## src/rtl/trig_rank_sequencer_pkg.sv

```systemverilog
package trig_rank_sequencer_pkg;

    typedef enum logic [1:0] {
        ST_IDLE  = 2'd0,
        ST_ISSUE = 2'd1,
        ST_WAIT  = 2'd2
    } seq_state_t;

endpackage

```

## src/rtl/trig_edge_detect.sv

```systemverilog
module trig_edge_detect (
    input  logic clk,
    input  logic rst_n,
    input  logic trig_i,
    output logic rise_o
);
    logic trig_d, trig_q;

    always_comb begin
        trig_d = trig_i;
        rise_o = trig_i & ~trig_q;
    end

    always_ff @(posedge clk) begin
        if (!rst_n) trig_q <= 1'b0;
        else        trig_q <= trig_d;
    end
endmodule

```

## src/rtl/rank_sched_fsm.sv

```systemverilog
module rank_sched_fsm
    import trig_rank_sequencer_pkg::*;
#(
    parameter int MAX_RANKS = 4,
    parameter int CH_W      = 5,
    parameter int CNT_W     = 3,
    parameter int IDX_W     = 2
) (
    input  logic                             clk,
    input  logic                             rst_n,
    input  logic                             rise_i,
    input  logic [CNT_W-1:0]                 rank_count_i,
    input  logic [MAX_RANKS-1:0][CH_W-1:0]   rank_chan_i,
    input  logic                             conv_done_i,
    output logic                             conv_start_o,
    output logic [CH_W-1:0]                  conv_chan_o,
    output logic [MAX_RANKS-1:0]             wr_o,
    output logic                             clr_o,
    output logic                             eos_o,
    output logic                             missed_o
);
    typedef struct packed {
        seq_state_t                     st;
        logic [IDX_W-1:0]               idx;
        logic [IDX_W-1:0]               last;
        logic [MAX_RANKS-1:0][CH_W-1:0] chan;
        logic                           missed;
        logic                           eos;
    } fsm_t;

    fsm_t             fsm_d, fsm_q;
    logic [CNT_W-1:0] cnt_c;

    always_comb begin
        fsm_d = fsm_q;
        fsm_d.eos = 1'b0;
        wr_o  = '0;
        clr_o = 1'b0;

        if (rank_count_i == '0)
            cnt_c = CNT_W'(1);
        else if (rank_count_i > CNT_W'(MAX_RANKS))
            cnt_c = CNT_W'(MAX_RANKS);
        else
            cnt_c = rank_count_i;

        case (fsm_q.st)
            ST_IDLE: begin
                if (rise_i) begin
                    fsm_d.st   = ST_ISSUE;
                    fsm_d.idx  = '0;
                    fsm_d.last = IDX_W'(cnt_c - CNT_W'(1));
                    fsm_d.chan = rank_chan_i;
                    clr_o      = 1'b1;
                end
            end
            ST_ISSUE: begin
                fsm_d.st = ST_WAIT;
                if (rise_i) fsm_d.missed = 1'b1;
            end
            ST_WAIT: begin
                if (rise_i) fsm_d.missed = 1'b1;
                if (conv_done_i) begin
                    wr_o = MAX_RANKS'(1) << fsm_q.idx;
                    if (fsm_q.idx == fsm_q.last) begin
                        fsm_d.st  = ST_IDLE;
                        fsm_d.eos = 1'b1;
                    end else begin
                        fsm_d.idx = fsm_q.idx + IDX_W'(1);
                        fsm_d.st  = ST_ISSUE;
                    end
                end
            end
            default: fsm_d.st = ST_IDLE;
        endcase

        conv_start_o = (fsm_q.st == ST_ISSUE);
        conv_chan_o  = fsm_q.chan[fsm_q.idx];
        eos_o        = fsm_q.eos;
        missed_o     = fsm_q.missed;
    end

    always_ff @(posedge clk) begin
        if (!rst_n) begin
            fsm_q <= '0;
        end else begin
            fsm_q <= fsm_d;
        end
    end

    assert_start_single_R3: assert property (@(posedge clk) disable iff (!rst_n)
        conv_start_o |=> !conv_start_o);
    assert_start_in_range_R6: assert property (@(posedge clk) disable iff (!rst_n)
        conv_start_o |-> (fsm_q.idx <= fsm_q.last));
    assert_idle_no_start_R1: assert property (@(posedge clk) disable iff (!rst_n)
        (fsm_q.st == ST_IDLE && !rise_i) |=> !conv_start_o);
    assert_eos_single_R8: assert property (@(posedge clk) disable iff (!rst_n)
        eos_o |=> !eos_o);
    assert_missed_sticky_R7: assert property (@(posedge clk) disable iff (!rst_n)
        missed_o |=> missed_o);
endmodule

```

## src/rtl/rank_result_bank.sv

```systemverilog
module rank_result_bank #(
    parameter int MAX_RANKS = 4,
    parameter int DATA_W    = 12
) (
    input  logic                               clk,
    input  logic                               rst_n,
    input  logic [MAX_RANKS-1:0]               wr_i,
    input  logic                               clr_i,
    input  logic [DATA_W-1:0]                  data_i,
    output logic [MAX_RANKS-1:0][DATA_W-1:0]   data_o,
    output logic [MAX_RANKS-1:0]               valid_o
);
    logic [MAX_RANKS-1:0][DATA_W-1:0] data_d, data_q;
    logic [MAX_RANKS-1:0]             valid_d, valid_q;

    for (genvar r = 0; r < MAX_RANKS; r++) begin : g_rank
        always_comb begin
            data_d[r]  = data_q[r];
            valid_d[r] = valid_q[r];
            if (clr_i)  valid_d[r] = 1'b0;
            if (wr_i[r]) begin
                data_d[r]  = data_i;
                valid_d[r] = 1'b1;
            end
        end

        assert_hold_unwritten_R5: assert property (@(posedge clk) disable iff (!rst_n)
            !wr_i[r] |=> $stable(data_q[r]));
        assert_valid_on_write_R4: assert property (@(posedge clk) disable iff (!rst_n)
            wr_i[r] |=> valid_q[r]);
        assert_valid_cleared_R9: assert property (@(posedge clk) disable iff (!rst_n)
            clr_i |=> !valid_q[r]);
    end

    always_ff @(posedge clk) begin
        if (!rst_n) begin
            data_q  <= '0;
            valid_q <= '0;
        end else begin
            data_q  <= data_d;
            valid_q <= valid_d;
        end
    end

    assign data_o  = data_q;
    assign valid_o = valid_q;
endmodule

```

## src/rtl/trig_rank_sequencer.sv

```systemverilog
module trig_rank_sequencer #(
    parameter int MAX_RANKS = 4,
    parameter int CH_W      = 5,
    parameter int DATA_W    = 12,
    localparam int CNT_W    = $clog2(MAX_RANKS + 1),
    localparam int IDX_W    = (MAX_RANKS > 1) ? $clog2(MAX_RANKS) : 1
) (
    input  logic                        clk,
    input  logic                        rst_n,
    input  logic                        trig_i,
    input  logic [CNT_W-1:0]            rank_count_i,
    input  logic [MAX_RANKS*CH_W-1:0]   rank_chan_i,
    input  logic [DATA_W-1:0]           conv_data_i,
    input  logic                        conv_done_i,
    output logic [CH_W-1:0]             conv_chan_o,
    output logic                        conv_start_o,
    output logic [MAX_RANKS*DATA_W-1:0] result_o,
    output logic [MAX_RANKS-1:0]        valid_o,
    output logic                        eos_o,
    output logic                        missed_o
);
    logic                             rise;
    logic [MAX_RANKS-1:0]             wr;
    logic                             clr;
    logic [MAX_RANKS-1:0][CH_W-1:0]   chan_2d;
    logic [MAX_RANKS-1:0][DATA_W-1:0] res_2d;

    assign chan_2d  = rank_chan_i;
    assign result_o = res_2d;

    trig_edge_detect u_edge (
        .clk    (clk),
        .rst_n  (rst_n),
        .trig_i (trig_i),
        .rise_o (rise)
    );

    rank_sched_fsm #(
        .MAX_RANKS (MAX_RANKS),
        .CH_W      (CH_W),
        .CNT_W     (CNT_W),
        .IDX_W     (IDX_W)
    ) u_fsm (
        .clk          (clk),
        .rst_n        (rst_n),
        .rise_i       (rise),
        .rank_count_i (rank_count_i),
        .rank_chan_i  (chan_2d),
        .conv_done_i  (conv_done_i),
        .conv_start_o (conv_start_o),
        .conv_chan_o  (conv_chan_o),
        .wr_o         (wr),
        .clr_o        (clr),
        .eos_o        (eos_o),
        .missed_o     (missed_o)
    );

    rank_result_bank #(
        .MAX_RANKS (MAX_RANKS),
        .DATA_W    (DATA_W)
    ) u_bank (
        .clk     (clk),
        .rst_n   (rst_n),
        .wr_i    (wr),
        .clr_i   (clr),
        .data_i  (conv_data_i),
        .data_o  (res_2d),
        .valid_o (valid_o)
    );

    assert_eos_after_write_R8: assert property (@(posedge clk) disable iff (!rst_n)
        eos_o |-> $past(|wr));
endmodule

```

## config.mk

```make
export PLATFORM = sky130hd
export DESIGN_NAME = trig_rank_sequencer
export DESIGN_NICKNAME = d
export VERILOG_FILES = /design/src/rtl/trig_rank_sequencer_pkg.sv /design/src/rtl/trig_edge_detect.sv /design/src/rtl/rank_sched_fsm.sv /design/src/rtl/rank_result_bank.sv /design/src/rtl/trig_rank_sequencer.sv
export SDC_FILE = /design/constraint.sdc
export NUM_CORES = 1
export LEC_CHECK = 0
export CORE_ASPECT_RATIO = 0.5
export CORE_MARGIN = 1
export CORE_UTILIZATION = 30
export CTS_CLUSTER_SIZE = 20
export DETAILED_ROUTE_END_ITERATION = 10
export DONT_BUFFER_PORTS = 1
export GPL_TIMING_DRIVEN = 0
export PLACE_DENSITY = 0.47
export SKIP_CTS_REPAIR_TIMING = 1
export SLEW_MARGIN = 25
export SYNTH_ARGS = -nofsm -noshare
export SYNTH_HDL_FRONTEND = slang
export SYNTH_SLANG_ARGS = --single-unit
```

## constraint.sdc

```tcl
create_clock -name clk -period 1.7 [get_ports clk]
set_clock_uncertainty 0.1 [all_clocks]
set_input_delay 0.085 -clock clk [delete_from_list [all_inputs] [get_ports clk]]
set_output_delay 0.085 -clock clk [all_outputs]
set_load 0.02 [all_outputs]
```

==> flow_summary.json, run 1 <==
{
  "outcome": "finished, violations left",
  "failed_checks": "negative hold slack",
  "synth_seq_cells": 81,
  "hpwl_um": 6600,
  "drv_slew": 0,
  "ir_drop_mv": 0.386,
  "yosysSeqAreaShare_pct": 51.6,
  "syn_area_sq_um": 3140,
  "dr.pass1.iters": 4,
  "setup_viol": 0,
  "yosysUniqueCellTypes": 31,
  "yosysMostFrequentCell": "nand2_1",
  "startpoint": "u_fsm.fsm_q[26]",
  "synthXorXnorAreaFrac_pct": 0.796,
  "io_pins": 99,
  "via_per_inst": 4.75,
  "ant_nets": 0,
  "avgSynthCellArea_sq_um": 8.25,
  "slowest_stage": "or3_1",
  "synth-edff-count": 0,
  "die_w_um": 147,
  "synthSimpleGateAreaFrac_pct": 22.6,
  "place_congestion": 0.772,
  "final_hold_viol_count": 1,
  "grt.total_usage_pct": 16.6,
  "rr_startpoint": "u_fsm.fsm_q[26]",
  "start_util_pct": 32.1,
  "yosysWarnings": 0,
  "grt_pass1_vias": 2491,
  "multi_input_area_sq_um": 1420,
  "htree_levels": 3,
  "totalPowerFinal_mw": 4.21,
  "gr-usage-met2_pct": 28.6,
  "cts_tree": "done",
  "dpl_cell_area_sq_um": 3310,
  "synth_top_cell_area_share_pct": 51.6,
  "synth_nets": 428,
  "fillers": 1009,
  "path_cells": "inv_1, ha_4, nor2b_4, a211o_1, or3_1, nand3_1",
  "drtIter0Drc": 121,
  "clk_pin_slew_ns": 0.06,
  "wire_per_inst_um": 15.9,
  "powerDensity_nw_per_um2": 1020,
  "routed_wl_um": 9130,
  "worstPathRequired_ns": 1.86,
  "hold_class": "input pin to flip-flop",
  "synthTopCellsByArea": "dfxtp_1 52%, nand2_1 17%, a21oi_1 12%, mux4_2 3.6%, ha_1 3.2%",
  "min_from": "rank_count_i[1]",
  "min_period_over_period_pct": 95.7,
  "synth_compound_area_share_pct": 13.3,
  "synthMuxAreaShare_pct": 3.90,
  "drive_gt1_share_pct": 12.3,
  "die_h_um": 74.4,
  "relSlewSlack_pct": 58.7,
  "route.detailed.drc": 0,
  "num_antenna_cells": 0,
  "setup.worst_path.class": "flip-flop to flip-flop",
  "area_delta_synth_final_pct": 30.8,
  "grt.busiest_layer": "met2",
  "cts_buffer_depth": 2,
  "grt_pass1_wl_um": 13300,
  "leakage_nw": 1.48,
  "antenna_found_initial": 0,
  "fp-row-count": 25,
  "maxCapViolCount": 0,
  "clk_latency_ns": 0.32,
  "cts-root-buf": "clkbuf_16",
  "io_buffer_count": 0,
  "startpoint_type": "flip-flop",
  "crit_fanout": 7,
  "cts.sinks": 81,
  "via_count": 2733,
  "cts_buffers": 9,
  "core_area_sq_um": 9790,
  "synth_fa_ha_area_share_pct": 3.18,
  "regArea_sq_um": 1620,
  "fmax_mhz": 615,
  "end_kind": "flip-flop",
  "layout.nets": 482,
  "worstPathArrival_ns": 1.79,
  "die_area_sq_um": 10900,
  "global_route.usage.met1_pct": 19.2,
  "synthFlopType": "dfxtp_1",
  "worstMarginPinSlew_ns": 0.619,
  "design_area_sq_um": 4110,
  "synth_top_family_by_area": "simple AND/OR/NAND/NOR gates",
  "max_stage_delay_ns": 0.35,
  "whs_ns": -0.0136,
  "post-synth-top-area-cell": "dfxtp_1",
  "use_met3_pct": 6.81,
  "syn_inst": 381,
  "ys_top_cells_by_count": "139 x nand2_1, 81 x dfxtp_1, 74 x a21oi_1, 13 x buf_2, 10 x nor2_1",
  "overflow": 0,
  "synthArstFlopShare_pct": 0,
  "min_period_ns": 1.63,
  "grt_start_max_net_pins": 14
}
-- cell usage in the layout, fill, tap and decap left out, types with 3 or more instances in the layout --
| cell type | n |
|---|---|
| nor2_1 | 10 |
| inv_1 | 5 |
| buf_2 | 3 |
| mux4_2 | 5 |
| dlygate4sd3_1 | 39 |
| clkbuf_4 | 3 |
| nor3_1 | 4 |
| clkinv_2 | 4 |
| a21oi_1 | 72 |
| nand2_1 | 138 |
| dfxtp_1 | 79 |
| buf_6 | 7 |
| ha_1 | 6 |
| clkbuf_1 | 8 |
| nand3_1 | 5 |
| buf_4 | 8 |
| clkbuf_16 | 9 |
| and3_1 | 3 |
| nand3_2 | 3 |
-- metrics by stage --
| step | cells | setup slack (ns) | utilization (%) | TNS, ns |
|---|---|---|---|---|
| after floorplan | 381 | 0.0940 | - | 0 |
| after global placement | 516 | -0.136 | 33.8 | -1.31 |
| after detailed placement | 516 | -0.223 | 33.8 | -3.16 |
| after CTS | 532 | -0.241 | 36.8 | -3.90 |
| after global routing | 575 | -0.0260 | 42.0 | -0.0281 |
| final | 575 | 0.0735 | 42.0 | 0 |
-- logic make-up (layout without fill, tap and decap cells) --
family	after synthesis	in the layout
AND/OR/NAND/NOR	174	174
flip-flops	81	81
AO/OA/AOI/OAI	80	80
buffers and inverters	30	89
adder cells (fa/ha/maj)	8	8
multiplexers	6	6
XOR/XNOR	2	2
-- flip-flops by register name (all words and copies together) (netlist names) --
| name | count |
|---|---|
| u_bank.data_o | 48 |
| u_fsm.fsm_q | 26 |
| u_edge.trig_q | 1 |
| u_fsm.missed_o | 1 |
| u_fsm.eos_o | 1 |
| u_bank.valid_o | 4 |
-- routing by layer --
metal | vias to the layer above | routed length, um
met5 | - | 0
met4 | 0 | 36
met3 | 2 | 600
met2 | 66 | 4540
met1 | 1303 | 3960
li1 | 1362 | -
-- final timing paths --
| path | to | slack (ns) | cells past startpoint |
|---|---|---|---|
| max | u_fsm.fsm_q[25] | 0.07 | 6 |
| min reg2reg | u_fsm.fsm_q[7] | 0.36 | 2 |
| max reg2reg | u_fsm.fsm_q[25] | 0.07 | 6 |
| min | u_fsm.fsm_q[22] | -0.01 | 3 |
-- area by class of cell --
class / count / share of cell area (%)
clock buffer: 10 / 5.57
clock inverter: 6 / 1.43
tap: 135 / 4.11
buffer: 24 / 4.20
inverter: 6 / 0.548
sequential: 81 / 39.5
timing repair buffer: 43 / 10.2
multi-input combinational: 270 / 34.4
-- worst max-delay path: cells and delay by family (launching register included) --
family,cells,cell delay [ns]
adders and majority gates,1,0.19
DFF,1,0.34
AOI/OAI and AO/OA,1,0.29
and+or+nand+nor,3,0.55
buffers and inverters,1,0.09
-- where the power goes --
| group | total [mW] | switching [mW] | internal (mW) |
|---|---|---|---|
| sequential | 1.98 | 0.0376 | 1.95 |
| combinational | 0.349 | 0.200 | 0.150 |
| clock | 1.88 | 0.746 | 1.13 |
| total | 4.21 | 0.984 | 3.23 |
(Power assumes the default switching activity.)
==> run 2: changes to the inputs <==
Settings changed: CORE_MARGIN 1 to 3.
==> run 2 against run 1 <==
Against the previous run:
- the flow still finishes with violations (negative hold slack)
- highest routed layer unchanged
- critical endpoint is now conv_chan_o[3]
- sequential share of layout area up 0.33 points
- via count is 2.0% lower
- combinational power about the same
- sequential cell count did not move
- clock power is 5% lower
==> flow_summary.json, run 2 (synthesized netlist as in run 1, its figures left out) <==
{
  "min_from": "rank_count_i[0]",
  "overflow": 0,
  "fillers": 1023,
  "start_util_pct": 32.0,
  "regArea_sq_um": 1620,
  "slowest_stage": "mux4_2",
  "ir_drop_mv": 0.400,
  "largest_reg_flops": 48,
  "layout_commonest_cell": "nand2_1",
  "grt_pass1_vias": 2438,
  "fin_util_pct": 41.5,
  "via_count": 2678,
  "antenna_found_initial": 0,
  "routed_wl_um": 8950,
  "worstMarginPinSlew_ns": 0.640,
  "max_stage_delay_ns": 0.61,
  "dp_slack_ns": -0.220,
  "fp-row-count": 25,
  "crit_family": "multiplexers",
  "cts.sinks": 81,
  "io_pins": 99,
  "startpoint": "u_fsm.fsm_q[24]",
  "die_h_um": 78.4,
  "setup.worst_path.class": "flip-flop to output pin",
  "rsz0062_at_grt": "no",
  "min_period_ns": 1.62,
  "relSlewSlack_pct": 57.4,
  "via_per_inst": 4.68,
  "crit_fanout": 7,
  "failed_checks": "negative hold slack",
  "cts_buffer_depth": 2,
  "num_antenna_cells": 0,
  "grt.total_usage_pct": 15.1,
  "worstPathRequired_ns": 1.51,
  "crit_buf_inv": 1,
  "layout.nets": 480,
  "grt_start_max_net_pins": 13,
  "htree_levels": 3,
  "setup_slack_ns": 0.0833,
  "cts_buffers": 9,
  "clk_latency_ns": 0.33,
  "cts-root-buf": "clkbuf_16",
  "cts_tree": "done",
  "final_cell_mix": "138 x nand2_1, 79 x dfxtp_1, 72 x a21oi_1",
  "startpoint_type": "flip-flop",
  "maxCapViolCount": 0,
  "route.detailed.drc": 0,
  "drtIter0Drc": 164,
  "final_hold_viol_count": 1,
  "wire_per_inst_um": 15.6,
  "fmax_mhz": 619,
  "grt_pass1_wl_um": 13500,
  "leakage_nw": 1.46,
  "area_delta_synth_final_pct": 29.7,
  "min_period_over_period_pct": 95.1,
  "ant_nets": 0,
  "path_cells": "buf_6, mux4_2",
  "drv_slew": 0,
  "dr.pass1.iters": 4,
  "die_area_sq_um": 11800,
  "io_buffer_count": 0,
  "core_area_sq_um": 9820,
  "hold_class": "input pin to flip-flop",
  "multi_input_area_sq_um": 1410,
  "place_congestion": 0.755,
  "end_kind": "output pin",
  "clk_pin_slew_ns": 0.06,
  "setup_viol": 0,
  "outcome": "finished, violations left",
  "worstPathArrival_ns": 1.43,
  "rr_startpoint": "u_fsm.fsm_q[26]",
  "hpwl_um": 6610,
  "powerDensity_nw_per_um2": 1010,
  "whs_ns": -0.0224,
  "die_w_um": 151,
  "drive_gt1_share_pct": 10.8
}
## run 2: path summary, 6_finish.rpt
| check | to | slack (ns) | depth (start not counted) |
|---|---|---|---|
| worst max register to register | u_fsm.fsm_q[25] | 0.08 | 6 |
| worst max-delay path | conv_chan_o[3] | 0.08 | 2 |
| worst min register to register | u_fsm.fsm_q[7] | 0.36 | 2 |
| worst min-delay path | u_fsm.fsm_q[22] | -0.02 | 3 |
## run 2: cell type report
cell class                      count  share of cell area [%]
Sequential cell                    81                    39.8
Multi-Input combinational cell    270                    34.6
Timing Repair Buffer               41                    9.94
Clock buffer                       13                    6.38
Buffer                             24                    4.26
Tap cell                          135                    4.14
Inverter                            6                   0.552
Clock inverter                      2                   0.337
## run 2: routing by layer
layer,global-route usage [%],share of wire (%),up-vias
li1,-,-,1357
met1,17.6,42,1240
met2,25.2,49,73
met3,6.81,7.8,8
met4,4.07,0.85,0
met5,0,0,-
## run 2: power by group
| group | switching [mW] | internal [mW] |
|---|---|---|
| Combinational | 0.198 | 0.151 |
| Sequential | 0.0374 | 1.95 |
| Clock | 0.724 | 1.06 |
## run 2: per-stage QoR
stage | cells | setup TNS, ns | total power, mW | hold WS, ns | area [sq um]
after detailed placement | 516 | -3.17 | 2.27 | 0.116 | 3310
after CTS | 531 | -3.94 | 4.06 | -0.231 | 3590
final | 572 | 0 | 4.12 | -0.0224 | 4080
after global placement | 516 | -1.33 | 2.26 | 0.110 | 3310
after floorplan | 381 | 0 | 2.20 | 0.107 | 3140
after global routing | 572 | 0 | 4.30 | 0.0178 | 4080
## run 2: worst min-delay path: cells and delay by family
family / cells / cell delay [ns]
simple gates: 3 / 0.27
